**config.mk**
```make
export PLATFORM = sky130hd
export DESIGN_NAME = crtc_timing_gen
export DESIGN_NICKNAME = d
export VERILOG_FILES = /design/src/rtl/crtc_pkg.sv /design/src/rtl/crtc_regs.sv /design/src/rtl/crtc_axis.sv /design/src/rtl/crtc_timing_gen.sv
export SDC_FILE = /design/constraint.sdc
export NUM_CORES = 1
export LEC_CHECK = 0
export ABC_AREA = 0
export CAP_MARGIN = 20
export CORE_AREA = 2 2 113 159
export DETAILED_ROUTE_END_ITERATION = 10
export DIE_AREA = 0 0 115 161
export PLACE_DENSITY = 0.79
export SYNTH_ARGS = -nofsm -noshare
export SYNTH_HDL_FRONTEND = slang
export SYNTH_SLANG_ARGS = --single-unit
```
**constraint.sdc**
```tcl
create_clock -name clk -period 5.4 [get_ports clk]
set_clock_uncertainty 0.15 [all_clocks]
set_input_delay 1.08 -clock clk [delete_from_list [all_inputs] [get_ports clk]]
set_output_delay 1.08 -clock clk [all_outputs]
set_load 0.02 [all_outputs]
```
**src/rtl/crtc_pkg.sv**
```systemverilog
package crtc_pkg;

   typedef enum logic [2:0] {
      SEL_HGEO  = 3'd0,
      SEL_HSYNC = 3'd1,
      SEL_VGEO  = 3'd2,
      SEL_VSYNC = 3'd3,
      SEL_CTRL  = 3'd4,
      SEL_PITCH = 3'd5
   } word_sel_e;

   localparam int WORD_W      = 32;
   localparam int HI_LSB      = 16;
   localparam int SYNC_W_BITS = 5;
   localparam int POL_BIT     = 21;
   localparam int LOCK_BIT    = 22;
   localparam int DEPTH_LSB   = 8;
   localparam int PITCH_LSB   = 22;

   typedef struct packed {
      logic [WORD_W-1:0] hgeo;
      logic [WORD_W-1:0] hsyn;
      logic [WORD_W-1:0] vgeo;
      logic [WORD_W-1:0] vsyn;
   } geom_t;

   function automatic logic [5:0] depth_to_bpp(input logic [2:0] code);
      logic [5:0] r;
      case (code)
         3'd1:    r = 6'd1;
         3'd2:    r = 6'd8;
         3'd3:    r = 6'd15;
         3'd4:    r = 6'd16;
         3'd5:    r = 6'd24;
         3'd6:    r = 6'd32;
         default: r = 6'd0;
      endcase
      return r;
   endfunction

endpackage

```
**src/rtl/crtc_regs.sv**
```systemverilog
module crtc_regs
   import crtc_pkg::*;
#(
   parameter logic [31:0] RST_HGEO  = 32'h004F_0063,
   parameter logic [31:0] RST_HSYNC = 32'h002C_0051,
   parameter logic [31:0] RST_VGEO  = 32'h01DF_020C,
   parameter logic [31:0] RST_VSYNC = 32'h0022_01E9,
   parameter logic [31:0] RST_CTRL  = 32'h0000_0000,
   parameter bit          STAGE_AT_FRAME = 1'b1
) (
   input  logic              clk,
   input  logic              rst_n,
   input  logic              wr_en,
   input  logic [2:0]        wr_sel,
   input  logic [WORD_W-1:0] wr_data,
   input  logic              frame_wrap,
   output geom_t             geom,
   output logic [WORD_W-1:0] ctrl,
   output logic [WORD_W-1:0] pitch
);

   localparam geom_t RST_GEOM = '{hgeo: RST_HGEO, hsyn: RST_HSYNC,
                                  vgeo: RST_VGEO, vsyn: RST_VSYNC};

   geom_t pend;
   logic  locked;

   assign locked = ctrl[LOCK_BIT];

   always_ff @(posedge clk) begin
      if (!rst_n) begin
         pend  <= RST_GEOM;
         ctrl  <= RST_CTRL;
         pitch <= '0;
      end else if (wr_en) begin
         case (wr_sel)
            SEL_HGEO:  if (!locked) pend.hgeo <= wr_data;
            SEL_HSYNC: if (!locked) pend.hsyn <= wr_data;
            SEL_VGEO:  if (!locked) pend.vgeo <= wr_data;
            SEL_VSYNC: if (!locked) pend.vsyn <= wr_data;
            SEL_CTRL:  ctrl  <= wr_data;
            SEL_PITCH: pitch <= wr_data;
            default: ;
         endcase
      end
   end


   lock_hold_chk: assert property (@(posedge clk) disable iff (!rst_n)
      (wr_en && locked && (wr_sel <= 3'd3)) |=> $stable(pend))
      else $error("timing word changed while locked");

   generate
      if (STAGE_AT_FRAME) begin : g_staged
         geom_t work;
         always_ff @(posedge clk) begin
            if (!rst_n)          work <= RST_GEOM;
            else if (frame_wrap) work <= pend;
         end
         assign geom = work;


         geom_hold_chk: assert property (@(posedge clk) disable iff (!rst_n)
            !frame_wrap |=> $stable(geom))
            else $error("working geometry changed away from frame wrap");
      end else begin : g_direct
         assign geom = pend;
      end
   endgenerate

endmodule

```
**src/rtl/crtc_axis.sv**
```systemverilog
module crtc_axis #(
   parameter int CNT_W = 12
) (
   input  logic           clk,
   input  logic           rst_n,
   input  logic           step,
   input  logic [CNT_W-1:0] last_val,
   input  logic [CNT_W:0]   disp_end,
   input  logic [CNT_W:0]   sync_beg,
   input  logic [CNT_W:0]   sync_end,
   output logic [CNT_W-1:0] cnt,
   output logic           at_last,
   output logic           in_disp,
   output logic           in_sync
);

   logic [CNT_W:0] cnt_x;

   assign cnt_x   = {1'b0, cnt};
   assign at_last = (cnt >= last_val);
   assign in_disp = (cnt_x < disp_end);
   assign in_sync = (cnt_x >= sync_beg) && (cnt_x < sync_end);

   always_ff @(posedge clk) begin
      if (!rst_n)       cnt <= '0;
      else if (step)    cnt <= at_last ? '0 : cnt + 1'b1;
   end


   wrap_zero_chk: assert property (@(posedge clk) disable iff (!rst_n)
      (step && at_last) |=> (cnt == '0))
      else $error("counter did not return to zero at its last value");


   idle_hold_chk: assert property (@(posedge clk) disable iff (!rst_n)
      !step |=> $stable(cnt))
      else $error("counter moved without a step");

endmodule

```
**src/rtl/crtc_timing_gen.sv**
```systemverilog
module crtc_timing_gen
   import crtc_pkg::*;
#(
   parameter int          H_CHAR_W  = 9,
   parameter int          V_LINE_W  = 11,
   parameter int          CHAR_PX   = 8,
   parameter int          PITCH_W   = 10,
   parameter bit          STAGE_AT_FRAME = 1'b1,
   parameter logic [31:0] RST_HGEO  = 32'h004F_0063,
   parameter logic [31:0] RST_HSYNC = 32'h002C_0051,
   parameter logic [31:0] RST_VGEO  = 32'h01DF_020C,
   parameter logic [31:0] RST_VSYNC = 32'h0022_01E9,
   parameter logic [31:0] RST_CTRL  = 32'h0000_0000,
   localparam int         CHAR_SH   = $clog2(CHAR_PX),
   localparam int         H_PIX_W   = H_CHAR_W + CHAR_SH,
   localparam int         PITCH_PX_W = PITCH_W + CHAR_SH
) (
   input  logic                  clk,
   input  logic                  rst_n,
   input  logic                  wr_en,
   input  logic [2:0]            wr_sel,
   input  logic [31:0]           wr_data,
   output logic [H_PIX_W-1:0]    pix_x,
   output logic [V_LINE_W-1:0]   pix_y,
   output logic                  de,
   output logic                  hsync,
   output logic                  vsync,
   output logic [2:0]            depth_code,
   output logic [5:0]            bpp,
   output logic [PITCH_PX_W-1:0] pitch_px
);

   generate
      if (CHAR_PX != (1 << CHAR_SH)) begin : g_bad_char
         $error("CHAR_PX must be a power of two");
      end
      if (H_CHAR_W > HI_LSB || V_LINE_W > HI_LSB) begin : g_bad_field
         $error("geometry fields must fit in sixteen bits");
      end
      if (PITCH_W > WORD_W - PITCH_LSB) begin : g_bad_pitch
         $error("pitch field exceeds the word");
      end
      if (V_LINE_W < SYNC_W_BITS || H_PIX_W < SYNC_W_BITS + CHAR_SH) begin : g_bad_sync
         $error("counter narrower than sync width field");
      end
   endgenerate

   geom_t       geom;
   logic [31:0] ctrl;
   logic [31:0] pitch;
   logic        frame_wrap;

   crtc_regs #(
      .RST_HGEO(RST_HGEO), .RST_HSYNC(RST_HSYNC), .RST_VGEO(RST_VGEO),
      .RST_VSYNC(RST_VSYNC), .RST_CTRL(RST_CTRL), .STAGE_AT_FRAME(STAGE_AT_FRAME)
   ) u_regs (
      .clk(clk), .rst_n(rst_n), .wr_en(wr_en), .wr_sel(wr_sel), .wr_data(wr_data),
      .frame_wrap(frame_wrap), .geom(geom), .ctrl(ctrl), .pitch(pitch)
   );

   // horizontal fields, character units, stored minus one
   logic [H_CHAR_W-1:0]    h_tot, h_dsp, h_ss;
   logic [SYNC_W_BITS-1:0] h_sw;
   logic [H_PIX_W-1:0]     h_last;
   logic [H_PIX_W:0]       h_dend, h_sbeg, h_send;

   assign h_tot  = geom.hgeo[H_CHAR_W-1:0];
   assign h_dsp  = geom.hgeo[HI_LSB +: H_CHAR_W];
   assign h_ss   = geom.hsyn[H_CHAR_W-1:0];
   assign h_sw   = geom.hsyn[HI_LSB +: SYNC_W_BITS];
   assign h_last = {h_tot, {CHAR_SH{1'b1}}};
   assign h_dend = ({{(CHAR_SH+1){1'b0}}, h_dsp} + {{H_PIX_W{1'b0}}, 1'b1}) << CHAR_SH;
   assign h_sbeg = ({{(CHAR_SH+1){1'b0}}, h_ss} + {{H_PIX_W{1'b0}}, 1'b1}) << CHAR_SH;
   assign h_send = h_sbeg + ({{(H_PIX_W+1-SYNC_W_BITS){1'b0}}, h_sw} << CHAR_SH);

   // vertical fields, line units
   logic [V_LINE_W-1:0]    v_tot, v_dsp, v_ss;
   logic [SYNC_W_BITS-1:0] v_sw;
   logic [V_LINE_W:0]      v_dend, v_sbeg, v_send;

   assign v_tot  = geom.vgeo[V_LINE_W-1:0];
   assign v_dsp  = geom.vgeo[HI_LSB +: V_LINE_W];
   assign v_ss   = geom.vsyn[V_LINE_W-1:0];
   assign v_sw   = geom.vsyn[HI_LSB +: SYNC_W_BITS];
   assign v_dend = {1'b0, v_dsp} + {{V_LINE_W{1'b0}}, 1'b1};
   assign v_sbeg = {1'b0, v_ss}  + {{V_LINE_W{1'b0}}, 1'b1};
   assign v_send = v_sbeg + {{(V_LINE_W+1-SYNC_W_BITS){1'b0}}, v_sw};

   logic h_at_last, h_in_disp, h_in_sync;
   logic v_at_last, v_in_disp, v_in_sync;

   crtc_axis #(.CNT_W(H_PIX_W)) u_hcnt (
      .clk(clk), .rst_n(rst_n), .step(1'b1), .last_val(h_last),
      .disp_end(h_dend), .sync_beg(h_sbeg), .sync_end(h_send),
      .cnt(pix_x), .at_last(h_at_last), .in_disp(h_in_disp), .in_sync(h_in_sync)
   );

   crtc_axis #(.CNT_W(V_LINE_W)) u_vcnt (
      .clk(clk), .rst_n(rst_n), .step(h_at_last), .last_val(v_tot),
      .disp_end(v_dend), .sync_beg(v_sbeg), .sync_end(v_send),
      .cnt(pix_y), .at_last(v_at_last), .in_disp(v_in_disp), .in_sync(v_in_sync)
   );

   assign frame_wrap = h_at_last & v_at_last;
   assign de         = h_in_disp & v_in_disp;
   assign hsync      = h_in_sync ^ geom.hsyn[POL_BIT];
   assign vsync      = v_in_sync ^ geom.vsyn[POL_BIT];

   assign depth_code = ctrl[DEPTH_LSB +: 3];
   assign bpp        = depth_to_bpp(depth_code);
   assign pitch_px   = {pitch[PITCH_LSB +: PITCH_W], {CHAR_SH{1'b0}}};


   line_step_chk: assert property (@(posedge clk) disable iff (!rst_n)
      (h_at_last && !v_at_last) |=> (pix_y == $past(pix_y) + 1'b1))
      else $error("line did not advance at end of line");


   de_range_chk: assert property (@(posedge clk) disable iff (!rst_n)
      de |-> ({1'b0, pix_y} <= {1'b0, v_dsp}))
      else $error("display enable outside active lines");

endmodule

```
# ---- Word level (Yosys, flattened, before mapping)
# Index checks and enable logic that the tools add are counted.
dict set report word_totals {
  out_inout_bits 48
  inputBits 38
  register_bits 270
  wordCells 57
}
dict set report op_classes {
  n_lt_le_gt_ge 8
  n_bitwise 6
  muxes 2
  reduce_logical 10
  addsub 8
  eq_ne 11
}
# cell n
set op_table {}
lappend op_table {{$pmux W6 S6} 1}
lappend op_table {{$lt A12 B13 Y1} 2}
lappend op_table {{$add A11 B1 Y12 const B} 2}
lappend op_table {{$lt A11 B12 Y1} 2}
lappend op_table {{$add A9 B1 Y10 const B} 2}
lappend op_table {{$eq A3 B3 Y1 const B} 5}
lappend op_table {{$add A13 B8 Y13} 1}
lappend op_table {{$ge A12 B13 Y1} 1}
lappend op_table {{$add A12 B1 Y12 const B} 1}
lappend op_table {{$add A12 B5 Y12} 1}
lappend op_table {{$eq A3 B2 Y1 const B} 4}
lappend op_table {{$ge A11 B12 Y1} 1}
lappend op_table {{$ge A12 B12 Y1} 1}
lappend op_table {{$reduce_and A3 Y1} 4}
lappend op_table {{$add A11 B1 Y11 const B} 1}
lappend op_table {{$ge A11 B11 Y1} 1}
lappend op_table {{$mux W11} 1}
lappend op_table {{$eq A3 B1 Y1 const B} 2}
lappend op_table {{$reduce_and A2 Y1} 2}
lappend op_table {{$logic_not A3 Y1} 1}
lappend op_table {{$and A1 B1 Y1} 2}
lappend op_table {{$logic_and A1 B1 Y1} 2}
lappend op_table {{$not A1 Y1} 2}
lappend op_table {{$reduce_or A2 Y1} 1}
lappend op_table {{$xor A1 B1 Y1} 2}

# ---- Depth between registers and ports, before layout
dict set report depth {
  ltp_word 5
  mapped_depth 18
}

# ---- Hierarchy
# From an unflattened synthesis, not the netlist that was laid out.
dict set report hier_totals {
  cells_unflattened 1725
  area_unflattened_um2 16188.0
}
# module cells_each seq_area_each_um2 n_inst area_per_inst_um2
set modules_own_cells {}
lappend modules_own_cells {crtc_regs 1122 6406.1 1 11511.0}
lappend modules_own_cells {{crtc_axis at u_hcnt} 224 240.2 1 1833.0}
lappend modules_own_cells {{crtc_axis at u_vcnt} 197 220.2 1 1524.0}
lappend modules_own_cells {crtc_timing_gen 182 0.0 1 1320.0}

# ---- Least setup slack after synthesis
# OpenSTA, ideal clock, no wires.
dict set report synth_path {
  path_kind {register to output}
  from {reg u_regs.g_staged.work (netlist bit u_regs.geom[0])}
  to {out vsync}
  path_buffers 0
  arrival_time_ns 3.475
  slack_ns 0.695
  stages_incl_launch_ff 15
  required_ns 4.170
  cell_sequence {dfxtp_1 ha_1 xor2_1 ha_1 a21o_1 a21oi_1 nor2b_1 o21ai_0 nor3_1 xor2_1 ha_1 a2111oi_0 o21ai_0 a32oi_2 xor2_1}
}
dict set report synth_via {
  elab_chain_cells 5
  word_cells_on_any_way 6
}
# element line
set synth_rtl {}
lappend synth_rtl {{start, declared} crtc_regs.sv:55} ;# geom_t work;
lappend synth_rtl {{start signal, assigned} crtc_regs.sv:58} ;# else if (frame_wrap) work <= pend;
lappend synth_rtl {{$add A11 B1 Y12 (*)} crtc_timing_gen.sv:86} ;# assign v_sbeg = {1'b0, v_ss} + {{V_LINE_W{1'b0}}, 1'b1};
lappend synth_rtl {{$add A12 B5 Y12} crtc_timing_gen.sv:87} ;# assign v_send = v_sbeg + {{(V_LINE_W+1-SYNC_W_BITS){1'b0}}, v_sw};
lappend synth_rtl {{$lt A11 B12 Y1} crtc_axis.sv:22} ;# assign in_sync = (cnt_x >= sync_beg) && (cnt_x < sync_end);
lappend synth_rtl {{$logic_and A1 B1 Y1 (*)} crtc_axis.sv:22}
lappend synth_rtl {{$xor A1 B1 Y1 (*)} crtc_timing_gen.sv:107} ;# assign vsync = v_in_sync ^ geom.vsyn[POL_BIT];
lappend synth_rtl {{end, declared} crtc_timing_gen.sv:27} ;# output logic vsync,
# Every way passes the cells marked *; elsewhere a longest branch is shown, timed or not.

# ---- Final worst setup path
# Same ends and word-level chain as after synthesis.

==> results.py <==
metrics = {
    "drt": {
        "via_count": 8255,
        "routed_wirelength_um": 23090,
        "drt_first_iter_violations": 615,
        "routed_via_density": 5.677,
        "drt_first_pass_iters": 5,
        "drt_drc_violations_left": 0,
        "antenna_violating_nets_post_route": 0,
        "route.detailed.wl_per_inst_um": 15.88,
    },
    "worst_setup_path": {
        "worstSetupStartpointType": "register",
        "crit_chain": "ha_4, and2_1, nand2_1, xnor2_1, ha_1, a21o_1, a31oi_1, nor2_1, nand2_1, xor2_1, ha_1, a2111oi_2, o21ai_1, a32oi_2, xor2_1, clkdlybuf4s15_2",
        "crit_path_slowest_cell": "sky130_fd_sc_hd__dfxtp_4",
        "worst-setup-path-type": "register to primary output",
        "cp.required_ns": 4.17,
        "cp_slowest_stage_delay_ns": 0.40,
        "worstPathMaxFanout": 7,
        "cp.arrival_ns": 3.89,
        "endpoint_kind": "primary output",
    },
    "global_routing": {
        "grt_antenna_before_repair": 0,
        "vias_in_the_first_global_route": 7903,
        "grt_max_degree": 85,
        "grt_use_total_pct": 25.37,
        "grt_pass1_wl_um": 37610,
        "grt-ovfl-total": 0,
    },
    "clocking": {
        "tritoncts": "yes",
        "clkSinkCount": 181,
        "clock_latency_ns": 0.43,
        "cts_buffer_depth": 2,
        "cts_hold_buf": 0,
        "htree_levels": 4,
        "cts-root-buf": "sky130_fd_sc_hd__clkbuf_16",
        "cts_buffers": 17,
        "clk_pin_slew_worst_paths_ns": 0.07,
    },
    "cells_and_area": {
        "antenna_cells_inserted": 0,
        "final-seq-area_mm2": 0.003635,
        "multi_input_comb_area_mm2": 0.005670,
        "fraction_of_final_layout_cells_with_drive_strength_greater_than_1_pct": 5.369,
        "layout.filler_cells": 1421,
        "post_synthesis_to_final_layout_area_growth_pct": 14.06,
        "final_nets": 1367,
    },
    "power_and_ir_drop": {
        "vdd_drop_max_uv": 201.2,
        "cellLeakagePower_uw": 0.004825,
        "pwr_density_cell_mw_per_mm2": 248.3,
    },
    "sta": {
        "final_min_period_over_clock_period_pct": 94.81,
        "worst_slew_pin_slew_ns": 1.042,
        "setup_viol": 0,
        "hold_viol": 0,
        "fmaxAchievable_mhz": 195.3,
        "rsz0062_at_grt": "false",
        "fin_setup_tns_ns": 0,
        "final_max_slew_viol_count": 0,
        "slew_headroom_pct": 30.52,
        "finalHoldWorstSlack_ns": 0.2890,
        "post-route-min-period_ns": 5.120,
    },
    "floorplan": {
        "design.die.area_mm2": 0.01852,
        "initial_utilization_pct": 57.21,
        "core_mm2": 0.01712,
        "horiz_die_dim_um": 115,
        "num_io_pins": 86,
        "die_y_um": 161,
        "fp-row-count": 57,
    },
    "synthesis": {
        "synthArstFlopShare_pct": 0,
        "syn-mean-instance-area_um2": 8.208,
        "yosys-top-cells-area": "sky130_fd_sc_hd__dfxtp_1 (37%), sky130_fd_sc_hd__ha_1 (12%), sky130_fd_sc_hd__nand2_1 (11%), sky130_fd_sc_hd__nand3_1 (5.2%), sky130_fd_sc_hd__mux2i_1 (3.9%)",
        "ys_warn_count": 0,
        "ys_seq_elements": 181,
        "synth_largest_type_area_fraction_pct": 37.00,
        "synth-seq-area-share_pct": 37.00,
        "synth_commonest_cells": "sky130_fd_sc_hd__nand2_1 (279), sky130_fd_sc_hd__dfxtp_1 (181), sky130_fd_sc_hd__nand3_1 (102)",
        "synth_flop_cell": "sky130_fd_sc_hd__dfxtp_1",
        "netlist_instances": 1193,
        "synth_cell_types": 69,
        "syn-cell-area_mm2": 0.009792,
        "number_of_enable_flip_flop_cells_after_synthesis": 0,
        "synthDominantAreaCellType": "sky130_fd_sc_hd__dfxtp_1",
        "yosys.cell_count.top_type": "sky130_fd_sc_hd__nand2_1",
    },
    "outcome": {
        "outcome": "finished clean",
    },
    "placed_design": {
        "hpwl_um": 16290,
        "place.port_buffers": 77,
        "gpl.final_weighted_congestion": 0.8377,
    },
    "job": {
        "max_cap_viol_count": 0,
    },
    "worst_hold_path": {
        "hold_path.class": "register to register",
    },
}
==> cells by family after synthesis <==
family | synth area share [%]
simple gates | 22.85
buf+inv | 5.596
fa+ha+maj | 12.16
xor+xnor | 5.622
compound gates | 12.73
flops | 37.00
other cells | 0.03830
mux | 3.999
==> metrics by stage <==
step / util, % / instances / setup slack (ns) / total power, uW / cell area [um2]
finish: 65.25 / 1454 / 0.2804 / 2774 / 11170
CTS: 65.04 / 1453 / 0.01639 / 2790 / 11130
floorplan: - / 1195 / 0.6952 / 1479 / 9799
global placement: 61.45 / 1421 / 0.1833 / 1543 / 10520
global route: 65.25 / 1454 / 0.01232 / 2861 / 11170
detailed placement: 61.45 / 1421 / 0.009086 / 1547 / 10520
==> layer usage <==
layer	track usage (%)	vias up	share of wire, %
met3	4.428	58	4.6
met5	0	-	0
met2	40.29	220	46
met1	33.40	3818	45
met4	11.99	0	4.0
li1	-	4159	-
==> critical path: cells and delay by family, from the launching register on <==
kind,cells,cell delay [ns]
adders and majority gates,3,0.69
xor gates and xnor gates,3,0.42
DFF,1,0.40
and+or+nand+nor,4,0.51
buffers and inverters,1,0.27
AOI/OAI and AO/OA,5,1.15
==> power breakdown <==
part           switching, uW  leakage [uW]  internal, uW
clock                    585      0.000289           671
sequential              17.2       0.00147          1350
combinational           90.4       0.00307          56.2
==> state kept, by name, summed over array words and instances, names as in the netlist <==
signal,count
u_regs.geom,72
u_regs.pend,72
u_hcnt.cnt,12
u_vcnt.cnt,11
u_regs.pitch,10
u_regs.ctrl,4
==> cells in the final DEF, fill, tap and decap left out, types with 4 or more instances in the layout <==
master,netlist,final
sky130_fd_sc_hd__a21o_1,11,11
sky130_fd_sc_hd__a21oi_1,73,72
sky130_fd_sc_hd__a22oi_1,7,7
sky130_fd_sc_hd__a31oi_1,9,9
sky130_fd_sc_hd__and2_1,6,6
sky130_fd_sc_hd__and3_1,22,22
sky130_fd_sc_hd__buf_4,9,5
sky130_fd_sc_hd__clkbuf_16,0,17
sky130_fd_sc_hd__clkdlybuf4s50_1,0,74
sky130_fd_sc_hd__dfxtp_1,181,176
sky130_fd_sc_hd__ha_1,92,90
sky130_fd_sc_hd__inv_1,50,50
sky130_fd_sc_hd__inv_6,0,5
sky130_fd_sc_hd__inv_8,0,4
sky130_fd_sc_hd__mux2i_1,38,38
sky130_fd_sc_hd__nand2_1,279,279
sky130_fd_sc_hd__nand2b_1,4,4
sky130_fd_sc_hd__nand3_1,102,102
sky130_fd_sc_hd__nand4_1,9,9
sky130_fd_sc_hd__nor2_1,45,45
sky130_fd_sc_hd__nor2b_1,8,8
sky130_fd_sc_hd__nor3_1,6,6
sky130_fd_sc_hd__o211ai_1,7,7
sky130_fd_sc_hd__o21a_1,7,7
sky130_fd_sc_hd__o21ai_0,53,51
sky130_fd_sc_hd__o21ai_1,9,11
sky130_fd_sc_hd__o31ai_1,7,7
sky130_fd_sc_hd__xnor2_1,28,28
sky130_fd_sc_hd__xor2_1,33,32
==> cell type report <==
type,instances,area share (%)
Clock buffer,18,3.932
Clock inverter,14,1.389
Inverter,51,1.714
Multi-Input combinational cell,901,50.77
Sequential cell,181,32.55
Tap cell,206,2.308
Timing Repair Buffer,83,7.338
==> timing repair <==
| action | CTS | global route |
|---|---|---|
| pin swaps | 0 | 1 |
| endpoints found under the setup margin | 2 | 2 |
| hold endpoints to repair | 0 | 0 |
| gates resized for setup | 11 | 13 |
| buffers inserted | 0 | 0 |
==> worst paths after layout <==
check / slack (ns) / startpoint / depth (start not counted) / end
worst max register to register: 1.98 / u_vcnt.cnt[8]$_SDFFE_PN0P_ / 8 / u_regs.geom[64]$_SDFFE_PN1P_
worst max-delay path: 0.28 / u_regs.geom[0]$_SDFFE_PN1P_ / 16 / vsync
worst min-delay path: 0.29 / u_regs.pend[65]$_SDFFE_PN0P_ / 2 / u_regs.geom[65]$_SDFFE_PN0P_
worst min register to register: 0.29 / u_regs.pend[65]$_SDFFE_PN0P_ / 2 / u_regs.geom[65]$_SDFFE_PN0P_
(Power assumes the default switching activity.)
